File: src/rtl/rxaf_pkg.sv
package rxaf_pkg;

  localparam int MAC_W      = 48;
  localparam int REG_DW     = 32;
  localparam int HASH_IDX_W = 6;
  localparam int HASH_BITS  = 1 << HASH_IDX_W;
  localparam int SLOT_BASE  = 4;
  localparam int CTRL_BASIC = 4;

  // Control word, low nibble; bit order is part of the register contract.
  typedef struct packed {
    logic bcast;    // bit3
    logic hash_mc;  // bit2
    logic all_mc;   // bit1
    logic promisc;  // bit0
  } ctrl_t;

  // Reflected CRC-32 over the address bytes, first byte first, LSB first;
  // returns only the six top bits that index the hash table.
  function automatic logic [HASH_IDX_W-1:0] hash_index(input logic [MAC_W-1:0] mac);
    logic [31:0] crc;
    logic [7:0]  byte_v;
    logic        fb;
    crc = 32'hFFFF_FFFF;
    for (int b = 0; b < MAC_W / 8; b++) begin
      byte_v = mac[MAC_W-1-8*b -: 8];
      for (int i = 0; i < 8; i++) begin
        fb  = crc[0] ^ byte_v[i];
        crc = crc >> 1;
        if (fb) crc = crc ^ 32'hEDB8_8320;
      end
    end
    return crc[31:32-HASH_IDX_W];
  endfunction

  // Flat table position: word select kept, bit within word reversed.
  function automatic logic [HASH_IDX_W-1:0] hash_pos(input logic [HASH_IDX_W-1:0] idx);
    return {idx[HASH_IDX_W-1:4], ~idx[3:0]};
  endfunction

endpackage

File: src/rtl/rxaf_regs.sv
module rxaf_regs
  import rxaf_pkg::*;
#(
  parameter int NUM_SLOTS = 4,
  parameter int AW        = 4
) (
  input  logic                              clk,
  input  logic                              rst_n,
  input  logic                              wr_en,
  input  logic [AW-1:0]                     wr_addr,
  input  logic [REG_DW-1:0]                 wr_data,
  output ctrl_t                             ctrl,
  output logic [NUM_SLOTS-1:0]              slot_en,
  output logic [HASH_BITS-1:0]              hash_tbl,
  output logic [NUM_SLOTS-1:0][MAC_W-1:0]   slot_mac
);

  localparam int CTRL_W = CTRL_BASIC + NUM_SLOTS;
  localparam logic [AW-1:0] CTRL_A  = AW'(0);
  localparam logic [AW-1:0] HASH0_A = AW'(1);
  localparam logic [AW-1:0] HASH1_A = AW'(2);

  logic [CTRL_W-1:0] ctrl_q;
  logic [REG_DW-1:0] hash0_q, hash1_q;

  always_ff @(posedge clk) begin
    if (!rst_n) begin
      ctrl_q  <= '0;
      hash0_q <= '0;
      hash1_q <= '0;
    end else if (wr_en) begin
      if (wr_addr == CTRL_A)  ctrl_q  <= wr_data[CTRL_W-1:0];
      if (wr_addr == HASH0_A) hash0_q <= wr_data;
      if (wr_addr == HASH1_A) hash1_q <= wr_data;
    end
  end

  assign ctrl     = ctrl_t'(ctrl_q[CTRL_BASIC-1:0]);
  assign slot_en  = ctrl_q[CTRL_W-1:CTRL_BASIC];
  assign hash_tbl = {hash1_q, hash0_q};

  for (genvar k = 0; k < NUM_SLOTS; k++) begin : g_slot
    localparam logic [AW-1:0] LO_A = AW'(SLOT_BASE + 2*k);
    localparam logic [AW-1:0] HI_A = AW'(SLOT_BASE + 2*k + 1);
    logic [REG_DW-1:0]       lo_q;
    logic [MAC_W-REG_DW-1:0] hi_q;

    always_ff @(posedge clk) begin
      if (!rst_n) begin
        lo_q <= '0;
        hi_q <= '0;
      end else if (wr_en) begin
        if (wr_addr == LO_A) lo_q <= wr_data;
        if (wr_addr == HI_A) hi_q <= wr_data[MAC_W-REG_DW-1:0];
      end
    end

    assign slot_mac[k] = {hi_q, lo_q};
  end

endmodule

File: src/rtl/rxaf_hash.sv
module rxaf_hash
  import rxaf_pkg::*;
(
  input  logic [MAC_W-1:0]      mac,
  input  logic [HASH_BITS-1:0]  tbl,
  output logic [HASH_IDX_W-1:0] idx,
  output logic                  hit
);

  logic [HASH_IDX_W-1:0] pos;

  always_comb begin
    idx = hash_index(mac);
    pos = hash_pos(idx);
    hit = tbl[pos];
  end

endmodule

File: src/rtl/rxaf_match.sv
module rxaf_match
  import rxaf_pkg::*;
#(
  parameter int NUM_SLOTS = 4
) (
  input  logic [MAC_W-1:0]                mac,
  input  logic [NUM_SLOTS-1:0][MAC_W-1:0] slot_mac,
  input  logic [NUM_SLOTS-1:0]            slot_en,
  output logic [NUM_SLOTS-1:0]            slot_hit,
  output logic                            any_hit
);

  for (genvar k = 0; k < NUM_SLOTS; k++) begin : g_cmp
    assign slot_hit[k] = slot_en[k] && (slot_mac[k] == mac);
  end

  assign any_hit = |slot_hit;

endmodule

File: src/rtl/rxaf_top.sv
module rxaf_top
  import rxaf_pkg::*;
#(
  parameter int NUM_SLOTS = 4
) (
  input  logic                                        clk,
  input  logic                                        rst_n,
  input  logic                                        cfg_wr_en,
  input  logic [$clog2(SLOT_BASE+2*NUM_SLOTS)-1:0]    cfg_addr,
  input  logic [31:0]                                 cfg_wdata,
  input  logic                                        da_valid,
  input  logic [47:0]                                 da,
  output logic                                        res_valid,
  output logic                                        accept,
  output logic                                        bcast_hit,
  output logic                                        mcast_hit
);

  localparam int AW = $clog2(SLOT_BASE + 2*NUM_SLOTS);

  ctrl_t                           ctrl;
  logic [NUM_SLOTS-1:0]            slot_en;
  logic [HASH_BITS-1:0]            hash_tbl;
  logic [NUM_SLOTS-1:0][MAC_W-1:0] slot_mac;
  logic [NUM_SLOTS-1:0]            slot_hit;
  logic                            station_any;
  logic [HASH_IDX_W-1:0]           hash_idx;
  logic                            hash_hit;

  rxaf_regs #(.NUM_SLOTS(NUM_SLOTS), .AW(AW)) regs_i (
    .clk(clk), .rst_n(rst_n),
    .wr_en(cfg_wr_en), .wr_addr(cfg_addr), .wr_data(cfg_wdata),
    .ctrl(ctrl), .slot_en(slot_en), .hash_tbl(hash_tbl), .slot_mac(slot_mac)
  );

  rxaf_hash hash_i (
    .mac(da), .tbl(hash_tbl), .idx(hash_idx), .hit(hash_hit)
  );

  rxaf_match #(.NUM_SLOTS(NUM_SLOTS)) match_i (
    .mac(da), .slot_mac(slot_mac), .slot_en(slot_en),
    .slot_hit(slot_hit), .any_hit(station_any)
  );

  // Address class and next-cycle verdict
  logic is_bcast, is_mcast;
  logic bc_d, mc_d, acc_d;

  always_comb begin
    is_bcast = &da;
    is_mcast = da[40] && !is_bcast;
    bc_d     = is_bcast && ctrl.bcast;
    mc_d     = is_mcast && (ctrl.all_mc || (ctrl.hash_mc && hash_hit));
    acc_d    = ctrl.promisc || station_any || bc_d || mc_d;
  end

  always_ff @(posedge clk) begin
    if (!rst_n) begin
      res_valid <= 1'b0;
      accept    <= 1'b0;
      bcast_hit <= 1'b0;
      mcast_hit <= 1'b0;
    end else begin
      res_valid <= da_valid;
      accept    <= da_valid && acc_d;
      bcast_hit <= da_valid && bc_d;
      mcast_hit <= da_valid && mc_d;
    end
  end

  AST_LATENCY:       assert property (@(posedge clk) disable iff (!rst_n) da_valid |=> res_valid);
  AST_IDLE_QUIET:    assert property (@(posedge clk) disable iff (!rst_n)
                       !da_valid |=> (!res_valid && !accept && !bcast_hit && !mcast_hit));
  AST_STATION_ACC:   assert property (@(posedge clk) disable iff (!rst_n)
                       (da_valid && station_any) |=> accept);
  AST_BCAST_EXCL:    assert property (@(posedge clk) disable iff (!rst_n)
                       !(bcast_hit && mcast_hit));
  AST_HIT_ACCEPTS:   assert property (@(posedge clk) disable iff (!rst_n)
                       (bcast_hit || mcast_hit) |-> accept);
  AST_UNICAST_NO_MC: assert property (@(posedge clk) disable iff (!rst_n)
                       (da_valid && !da[40]) |=> !mcast_hit);
  AST_PROMISC_ACC:   assert property (@(posedge clk) disable iff (!rst_n)
                       (da_valid && ctrl.promisc) |=> accept);
  AST_HASH_ACC:      assert property (@(posedge clk) disable iff (!rst_n)
                       (da_valid && da[40] && !(&da) && ctrl.hash_mc && hash_hit) |=> mcast_hit);

endmodule

File: config.mk
export PLATFORM = sky130hd
export DESIGN_NAME = rxaf_top
export DESIGN_NICKNAME = d
export VERILOG_FILES = /design/src/rtl/rxaf_pkg.sv /design/src/rtl/rxaf_regs.sv /design/src/rtl/rxaf_hash.sv /design/src/rtl/rxaf_match.sv /design/src/rtl/rxaf_top.sv
export SDC_FILE = /design/constraint.sdc
export NUM_CORES = 1
export LEC_CHECK = 0
export CAP_MARGIN = 20
export CORE_MARGIN = 2
export CORE_UTILIZATION = 49
export CTS_BUF_LIST = sky130_fd_sc_hd__clkbuf_2 sky130_fd_sc_hd__clkbuf_4 sky130_fd_sc_hd__clkbuf_8
export DETAILED_ROUTE_END_ITERATION = 6
export GPL_ROUTABILITY_DRIVEN = 0
export PLACE_DENSITY = 0.68
export SLEW_MARGIN = 20
export SYNTH_ARGS = -nofsm -noshare
export SYNTH_HDL_FRONTEND = slang
export SYNTH_HIERARCHICAL = 1
export SYNTH_SLANG_ARGS = --single-unit
File: constraint.sdc
create_clock -name clk -period 12.22 [get_ports clk]
set_input_delay 2.444 -clock clk [delete_from_list [all_inputs] [get_ports clk]]
set_output_delay 2.444 -clock clk [all_outputs]
set_load 0.05 [all_outputs]
==> results of run 1 <==
worst paths after layout:
kind | from | slack (ps) | cells past startpoint | to
setup / recovery | da[43] | 4000 | 16 | accept
hold / removal | regs_i/ctrl_q[6] | 460 | 2 | regs_i/ctrl_q[6]
hold reg to reg | regs_i/ctrl_q[6] | 460 | 2 | regs_i/ctrl_q[6]
setup reg to reg | regs_i/g_slot[2].lo_q[17] | 9960 | 7 | accept
flip-flops by register name (all words and copies together), names as in the netlist:
signal and flops:
accept 1, bcast_hit 1, mcast_hit 1, regs_i/ctrl_q 8
regs_i/g_slot.hi_q 64, regs_i/g_slot.lo_q 128, regs_i/hash0_q 32, regs_i/hash1_q 32
res_valid 1
worst max-delay path, stage by stage:
cell	delay, ps
clkdlybuf4s50_1	890
xnor2_1	670
xnor2_1	220
xnor2_1	580
xnor2_1	270
xnor3_1	480
xor3_1	470
xor3_2	890
inv_1	390
a221oi_2	370
a2111oi_0	100
a32oi_1	210
nand4_1	160
a21oi_1	180
nor2_1	70
a211o_1	260
cells in the final DEF (no fill, tap or decap), types with 3 or more instances in the layout:
master / n
nor2_4: 3
dfxtp_1: 268
a22oi_1: 4
inv_1: 7
xnor3_2: 6
xnor3_1: 41
xor3_1: 11
nand3b_1: 4
nand4_1: 52
mux2i_1: 286
nand2_1: 323
nand2b_1: 8
clkbuf_8: 63
bufinv_16: 3
clkdlybuf4s50_1: 90
nor2_2: 3
nor4_2: 5
xnor2_1: 230
clkbuf_4: 15
clkinv_2: 3
nand3_1: 10
and3_1: 4
or3_1: 3
nor3_1: 4
nor4_1: 11
a222oi_1: 6
and2_1: 4
buf_4: 19
xor2_1: 43
a311oi_1: 5
inv_2: 3
layout make-up:
| cell class | count | area (um^2) | share of cell area |
|---|---|---|---|
| inverter | 11 | 41.3 | 0.00240 |
| clock buffer | 78 | 980 | 0.0569 |
| timing repair buffer | 110 | 1060 | 0.0614 |
| tap | 396 | 495 | 0.0288 |
| multi-input combinational | 1111 | 9150 | 0.531 |
| antenna | 2 | 5.00 | 0.000290 |
| clock inverter | 9 | 138 | 0.00799 |
| sequential | 268 | 5370 | 0.311 |
stage by stage:
stage	hold WS, ps	setup WS, ps	util
after detailed placement	451	3460	0.529
after CTS	458	4070	0.566
after global placement	444	3560	0.529
after floorplan	434	5490	-
final	456	4000	0.566
after global routing	475	3650	0.566
per-layer routing:
layer,up-vias,global-route usage,wire [um]
li1,5167,-,-
met1,5499,0.406,20800
met4,4,0.120,1930
met5,-,0,27
met3,118,0.0638,4390
met2,543,0.439,20600
==> summary.md, run 1 <==
| Metric | Value |
|---|---|
| Status | `finished clean` |
| Clock transition at path regs | `60 ps` |
| Hold buffers post-CTS | `0` |
| Clk buf depth | `3` |
| Placed Area | `16100 um^2` |
| Pins Over Slew Limit | `0` |
| GRT Overall Usage | `0.292` |
| ANT nets after route | `0` |
| Initial Util | `0.495` |
| Yosys warns | `6` |
| Sink Count | `between 200 and 300` |
| Final cell count without fillers | `1985` |
| Cell count after synthesis | `1495` |
| Worst hold path type | `reg -> reg` |
| Remaining Overflow, GRT | `0` |
| Setup crit start kind | `input pin` |
| Mapped Nets | `around 1600` |
| Critical Path RT | `12690 ps` |
| Setup violations, final | `0` |
| Worst-Margin Slew | `between 1000 and 1500 ps` |
| Port Buffers | `91` |
| RSZ-0062 raised after global routing | `false` |
| Worst Clk Skew | `34.5 ps` |
| Post-CTS Setup Bufs | `0` |
| Aggregate routed wire length | `47700 um` |
| Cell Area, Synth | `15100 um^2` |
| Tcrit/Tclk final | `0.672` |
| Die Wd | `roughly 180 um` |
| Crit Path Class | `in -> reg` |
| Initial antenna violation count | `4` |
| Post-CTS Resized | `0` |
| Setup TNS | `0 ps` |
| DR vias | `11331` |
| CP arrival | `8690 ps` |
| Critical-path maximum fanout | `32` |
| Min Tclk post-route | `8220 ps` |
| Global-route wire length before repair | `~70000 um` |
| Hold Vio Cnt, Final | `0` |
| Core area | `30400 um^2` |
| FMAX | `0.122 GHz` |
| Max-slew headroom | `0.242` |
| HPWL after DPL | `33200 um` |
| DIE AREA | `approximately 32000 um^2` |
| Syn avg cell area | `10.1 um^2` |
| Layout Nets | `1637` |
| CTS tree | `yes` |
| Drt pass-1 iters | `6` |
| Fillers | `2653` |
| DR iter-0 viols | `between 1000 and 1500` |
| Maxcap violations | `0` |
| Share of post-route cells with drive strength above 1 | `0.0907` |
| Clk_lat worst skew | `580 ps` |
| Crit. End Element | `flop` |
| Area growth from synthesis to layout | `14.3%` |
| Vias in the first global route | `around 11000` |
| Boundary pin count | `slightly above 90` |
| CTS Root Cell | `clkbuf_8` |
| Vias per std cell | `roughly 5.7` |
| Drt drc | `0` |
| Placed instance count | `1896` |
| Height of the die | `179 um` |
| FP Rows | `64` |
| CTS Buf Count | `47` |
| Pin count of the biggest net entering global routing | `84` |
| Final instance area | `17200 um^2` |
| DR WL/cell | `24.0 um` |
| H-tree levels | `2` |
Power of run 1 is left out: the tool's default activity adds up to more than one toggle a clock period on the data nets, which glitch-free logic cannot reach.
==> run 2: changes to the inputs <==
--- a/config.mk
+++ b/config.mk
@@ -11,7 +11,7 @@
 export CTS_BUF_LIST = sky130_fd_sc_hd__clkbuf_2 sky130_fd_sc_hd__clkbuf_4 sky130_fd_sc_hd__clkbuf_8
 export DETAILED_ROUTE_END_ITERATION = 6
 export GPL_ROUTABILITY_DRIVEN = 0
-export PLACE_DENSITY = 0.68
+export PLACE_DENSITY = 0.7
 export SLEW_MARGIN = 20
 export SYNTH_ARGS = -nofsm -noshare
 export SYNTH_HDL_FRONTEND = slang
==> constraint.sdc (replaced) <==
create_clock -name clk -period 6.8 [get_ports clk]
set_input_delay 1.36 -clock clk [delete_from_list [all_inputs] [get_ports clk]]
set_output_delay 1.36 -clock clk [all_outputs]
set_load 0.05 [all_outputs]
==> run 2 against run 1 <==
Effect of this change: design area rose by 1.0%; register-to-register slack got worse by 5400 ps; via count is 1.8% higher; critical endpoint unchanged; final cell count is 1.5% higher; count of clock-buffer cells in the layout is 10 lower; worst setup slack worse by 3400 ps; clock skew is 23 ps lower.
==> summary.md, run 2 (synthesis results as in run 1) <==
| Metric | Value |
|---|---|
| Worst-Margin Slew | `between 1000 and 1500 ps` |
| Crit path largest cell delay | `790 ps` |
| Commonest cells after routing, fill and taps aside | `323 x nand2_1, 286 x mux2i_1, 268 x dfxtp_1` |
| Setup TNS | `0 ps` |
| Global-route wire length before repair | `71800 um` |
| HPWL after DPL | `34000 um` |
| Hold buffers post-CTS | `0` |
| Initial Util | `0.495` |
| Setup violations, final | `0` |
| Cells along the critical path | `clkdlybuf4s50_1, xnor3_1, xnor2_2, xnor2_1, xnor3_1, xnor2_1, xnor2_1, inv_1, or3_1, nand2_1, a311oi_1, a22oi_1, nand4_1, a21oi_1, nor2_1, a211o_1` |
| Min Tclk post-route | `6230 ps` |
| Clock transition at path regs | `approximately 60 ps` |
| Register Area | `between 5000 and 6000 um^2` |
| Critical Path RT | `a little over 7000 ps` |
| Layout Nets | `approximately 1700` |
| Area growth from synthesis to layout | `15.5%` |
| Critical Path Slowest Stage Cell | `xnor2_1` |
| Status | `finished clean` |
| Die Wd | `179 um` |
| Post-CTS Resized | `0` |
| Height of the die | `approximately 180 um` |
| Placed instance count | `1939` |
| ANT nets after route | `0` |
| CTS Buf Count | `45` |
| Antenna cell count | `0` |
| Max-slew headroom | `0.251` |
| Clk buf depth | `3` |
| Biggest register | `regs_i/g_slot.lo_q` |
| Final cell count without fillers | `2014` |
| CP bufs+invs | `2` |
| Reg2Reg Setup Slack | `4590 ps` |
| Vias in the first global route | `between 10000 and 15000` |
| GRT Overall Usage | `0.293` |
| CTS Root Cell | `clkbuf_8` |
| Drt drc | `0` |
| FP Rows | `64` |
| Worst Clk Skew | `11.7 ps` |
| Largest regs | `regs_i/g_slot.lo_q (128), regs_i/g_slot.hi_q (64)` |
| Clk_lat worst skew | `560 ps` |
| Core area | `30400 um^2` |
| Crit. End Element | `flop` |
| DR WL/cell | `24.1 um` |
| Aggregate routed wire length | `around 48000 um` |
| RSZ-0062 raised after global routing | `false` |
| Crit-path leading delay family | `XOR/XNOR gates` |
| Maxcap violations | `0` |
| DIE AREA | `about 32000 um^2` |
| Crit Path Class | `in -> reg` |
| Post-CTS Setup Bufs | `0` |
| Port Buffers | `91` |
| Most common cell after layout, fill and taps aside | `nand2_1` |
| Sink Count | `268` |
| Critical Path Most Common Cell | `xnor2_1` |
| Drt pass-1 iters | `5` |
| Share of post-route cells with drive strength above 1 | `0.108` |
| Hold Vio Cnt, Final | `0` |
| Setup crit start kind | `input pin` |
| FMAX | `0.161 GHz` |
| Vias per std cell | `5.73` |
| Critical-path maximum fanout | `12` |
| Pin count of the biggest net entering global routing | `around 130` |
| Max reg flops | `between 100 and 150` |
| Worst hold path type | `reg -> reg` |
| Fillers | `2626` |
| DR iter-0 viols | `around 1200` |
| CTS tree | `yes` |
| DR vias | `11533` |
| H-tree levels | `2` |
| Remaining Overflow, GRT | `0` |
| Tcrit/Tclk final | `0.916` |
| CP arrival | `between 6000 and 7000 ps` |
| Multi-input gate area | `9150 um^2` |
| Initial antenna violation count | `0` |
| Boundary pin count | `92` |
| Pins Over Slew Limit | `0` |
run 2: through the flow:
step	instance area, um^2	util	hold WS [ps]	setup slack, ps
2_1_floorplan	15100	-	434	1160
3_3_place_gp	16500	0.541	442	196
3_5_place_dp	16500	0.541	450	116
4_1_cts	17400	0.572	458	696
5_1_grt	17400	0.572	477	304
6_report	17400	0.572	454	574
run 2: area by class of cell:
| cell class | instances | area share |
|---|---|---|
| well taps | 396 | 0.0285 |
| inverters | 11 | 0.00237 |
| flip-flops and latches | 268 | 0.308 |
| clock inverters | 7 | 0.00446 |
| repair buffers | 153 | 0.0815 |
| multi-input cells | 1111 | 0.526 |
| clock buffers | 68 | 0.0491 |
run 2: path summary, 6_finish.rpt:
kind	end	start	cells after the start
setup / recovery	accept	da[41]	16
hold / removal	regs_i/hash1_q[17]	regs_i/hash1_q[17]	2
setup reg to reg	accept	regs_i/g_slot[1].lo_q[23]	7
hold reg to reg	regs_i/hash1_q[17]	regs_i/hash1_q[17]	2
run 2: worst register-to-register path, cell delays in order (launching register included):
cell       delay, ps
dfxtp_1          320
xnor2_1          370
nand4_1          150
nor4_1           570
nand4_1          180
o2111ai_1        280
o21a_1           210
a211o_1           90
run 2: routing by layer:
layer	vias to the layer above	share of wire	global-route usage
li1	5240	-	-
met1	5704	0.45	0.413
met2	510	0.45	0.462
met3	79	0.075	0.0515
met4	0	0.026	0.0852
met5	-	0	0
Power of run 2 is left out for the same reason.
==> run 3: changes to the inputs <==
--- a/config.mk
+++ b/config.mk
@@ -11,6 +11,8 @@
 export CTS_BUF_LIST = sky130_fd_sc_hd__clkbuf_2 sky130_fd_sc_hd__clkbuf_4 sky130_fd_sc_hd__clkbuf_8
 export DETAILED_ROUTE_END_ITERATION = 6
 export GPL_ROUTABILITY_DRIVEN = 0
+export HOLD_SLACK_MARGIN = 0.1
+export MAX_ROUTING_LAYER = met4
 export PLACE_DENSITY = 0.7
 export SLEW_MARGIN = 20
 export SYNTH_ARGS = -nofsm -noshare
==> run 3 against run 2 <==
Effect of this change: sequential share of layout area unchanged; core utilization stayed put; die area stayed put; largest cell class unchanged.
==> summary.md, run 3 (synthesis results as in run 1) <==
| Metric | Value |
|---|---|
| Area growth from synthesis to layout | `15.5%` |
| Initial antenna violation count | `0` |
| Clk_lat worst skew | `560 ps` |
| Multi-input gate area | `9150 um^2` |
| Share of post-route cells with drive strength above 1 | `0.108` |
| Biggest register | `regs_i/g_slot.lo_q` |
| HPWL after DPL | `34000 um` |
| Antenna cell count | `0` |
| Max reg flops | `128` |
| Worst Clk Skew | `11.8 ps` |
| Aggregate routed wire length | `48400 um` |
| Status | `finished clean` |
| Setup crit start kind | `input pin` |
| CTS Root Cell | `clkbuf_8` |
| Critical-path maximum fanout | `12` |
| Most common cell after layout, fill and taps aside | `nand2_1` |
| ANT nets after route | `0` |
| FMAX | `around 0.16 GHz` |
| Layout Nets | `1678` |
| Sink Count | `268` |
| Fin util | `0.572` |
| Min Tclk post-route | `6180 ps` |
| Worst hold path type | `reg -> reg` |
| Setup TNS | `0 ps` |
| Drt pass-1 iters | `7` |
| Clock transition at path regs | `about 60 ps` |
| Worst setup path end | `accept` |
| Crit Path Class | `in -> reg` |
| Global-route wire length before repair | `71800 um` |
| Fillers | `2626` |
| Port Buffers | `91` |
| CTS Buf Count | `45` |
| Commonest cells after routing, fill and taps aside | `323 x nand2_1, 286 x mux2i_1, 268 x dfxtp_1` |
| Core area | `30400 um^2` |
| Height of the die | `179 um` |
| Tcrit/Tclk final | `0.909` |
| RSZ-0062 raised after global routing | `false` |
| Post-CTS Resized | `0` |
| Critical Path RT | `approximately 7200 ps` |
| Timing startpoint of the critical path | `da[41]` |
| GRT Overall Usage | `0.302` |
| Boundary pin count | `92` |
| Initial Util | `0.495` |
| H-tree levels | `2` |
| Maxcap violations | `0` |
| Setup violations, final | `0` |
| CP arrival | `6630 ps` |
| Register Area | `around 5400 um^2` |
| Clk buf depth | `3` |
| Reg2Reg Capture Point | `accept` |
| R2R depth | `7` |
| Pin count of the biggest net entering global routing | `around 130` |
| Worst-Margin Slew | `around 1100 ps` |
| Vias per std cell | `5.76` |
| Remaining Overflow, GRT | `0` |
| DR WL/cell | `between 20 and 25 um` |
| Largest regs | `regs_i/g_slot.lo_q (128), regs_i/g_slot.hi_q (64)` |
| Crit. End Element | `flop` |
| FP Rows | `between 60 and 70` |
| Pins Over Slew Limit | `0` |
| Max-slew headroom | `0.242` |
| DR vias | `about 12000` |
| Worst r2r src | `regs_i/g_slot[0].lo_q[28]` |
| Hold buffers post-CTS | `0` |
| Drt drc | `0` |
| Post-CTS Setup Bufs | `0` |
| DR iter-0 viols | `about 1300` |
| Die Wd | `between 150 and 200 um` |
| CTS tree | `yes` |
| Vias in the first global route | `between 10000 and 15000` |
| Reg2Reg Setup Slack | `4530 ps` |
| DIE AREA | `32200 um^2` |
| Hold Vio Cnt, Final | `0` |
## run 3: cell counts in the layout (fill, tap and decap cells not counted)
No cell type changed its count.
## run 3: area by class of cell
| type | instances | area share |
|---|---|---|
| inverters | 11 | 0.00237 |
| multi-input cells | 1111 | 0.526 |
| clock inverters | 7 | 0.00446 |
| clock buffers | 68 | 0.0491 |
| repair buffers | 153 | 0.0815 |
| flip-flops and latches | 268 | 0.308 |
| well taps | 396 | 0.0285 |
## run 3: worst max-delay path, stage by stage
cell and delay, ps:
clkdlybuf4s50_1 710, xnor3_1 520, xnor2_2 190, xnor2_1 450, xnor3_1 500, xnor2_1 150, xnor2_1 790, inv_1 240
or3_1 450, nand2_1 230, a222oi_1 160, a22oi_1 230, nand4_1 150, a21oi_1 160, nor2_1 70, a211o_1 250
## run 3: routing by layer
layer	GRT usage	routed length (um)	vias to the layer above
li1	-	-	5235
met2	0.462	21900	541
met3	0.0446	3730	88
met5	-	0	-
met4	0.0881	1300	0
met1	0.416	21500	5737
## run 3: how the worst min path moves through the flow
stage / from / to / slack (ps) / cells past startpoint
after floorplan: regs_i/hash1_q[17] / regs_i/hash1_q[17] / 430 / 2
after global placement: regs_i/ctrl_q[3] / regs_i/ctrl_q[3] / 440 / 2
after detailed placement: regs_i/hash1_q[17] / regs_i/hash1_q[17] / 450 / 2
after CTS: regs_i/hash1_q[17] / regs_i/hash1_q[17] / 460 / 2
after global routing: regs_i/ctrl_q[5] / regs_i/ctrl_q[5] / 480 / 2
final: regs_i/hash1_q[17] / regs_i/hash1_q[17] / 450 / 2
## run 3: stage by stage
stage          hold slack, ps  instances  worst slack (ps)  instance area (um^2)
2_1_floorplan             434       1495              1160                 15100
3_3_place_gp              442       1939               196                 16500
3_5_place_dp              450       1939               116                 16500
4_1_cts                   458       2014               696                 17400
5_1_grt                   477       2014               304                 17400
6_report                  453       2014               616                 17400
Power of run 3 is left out for the same reason.
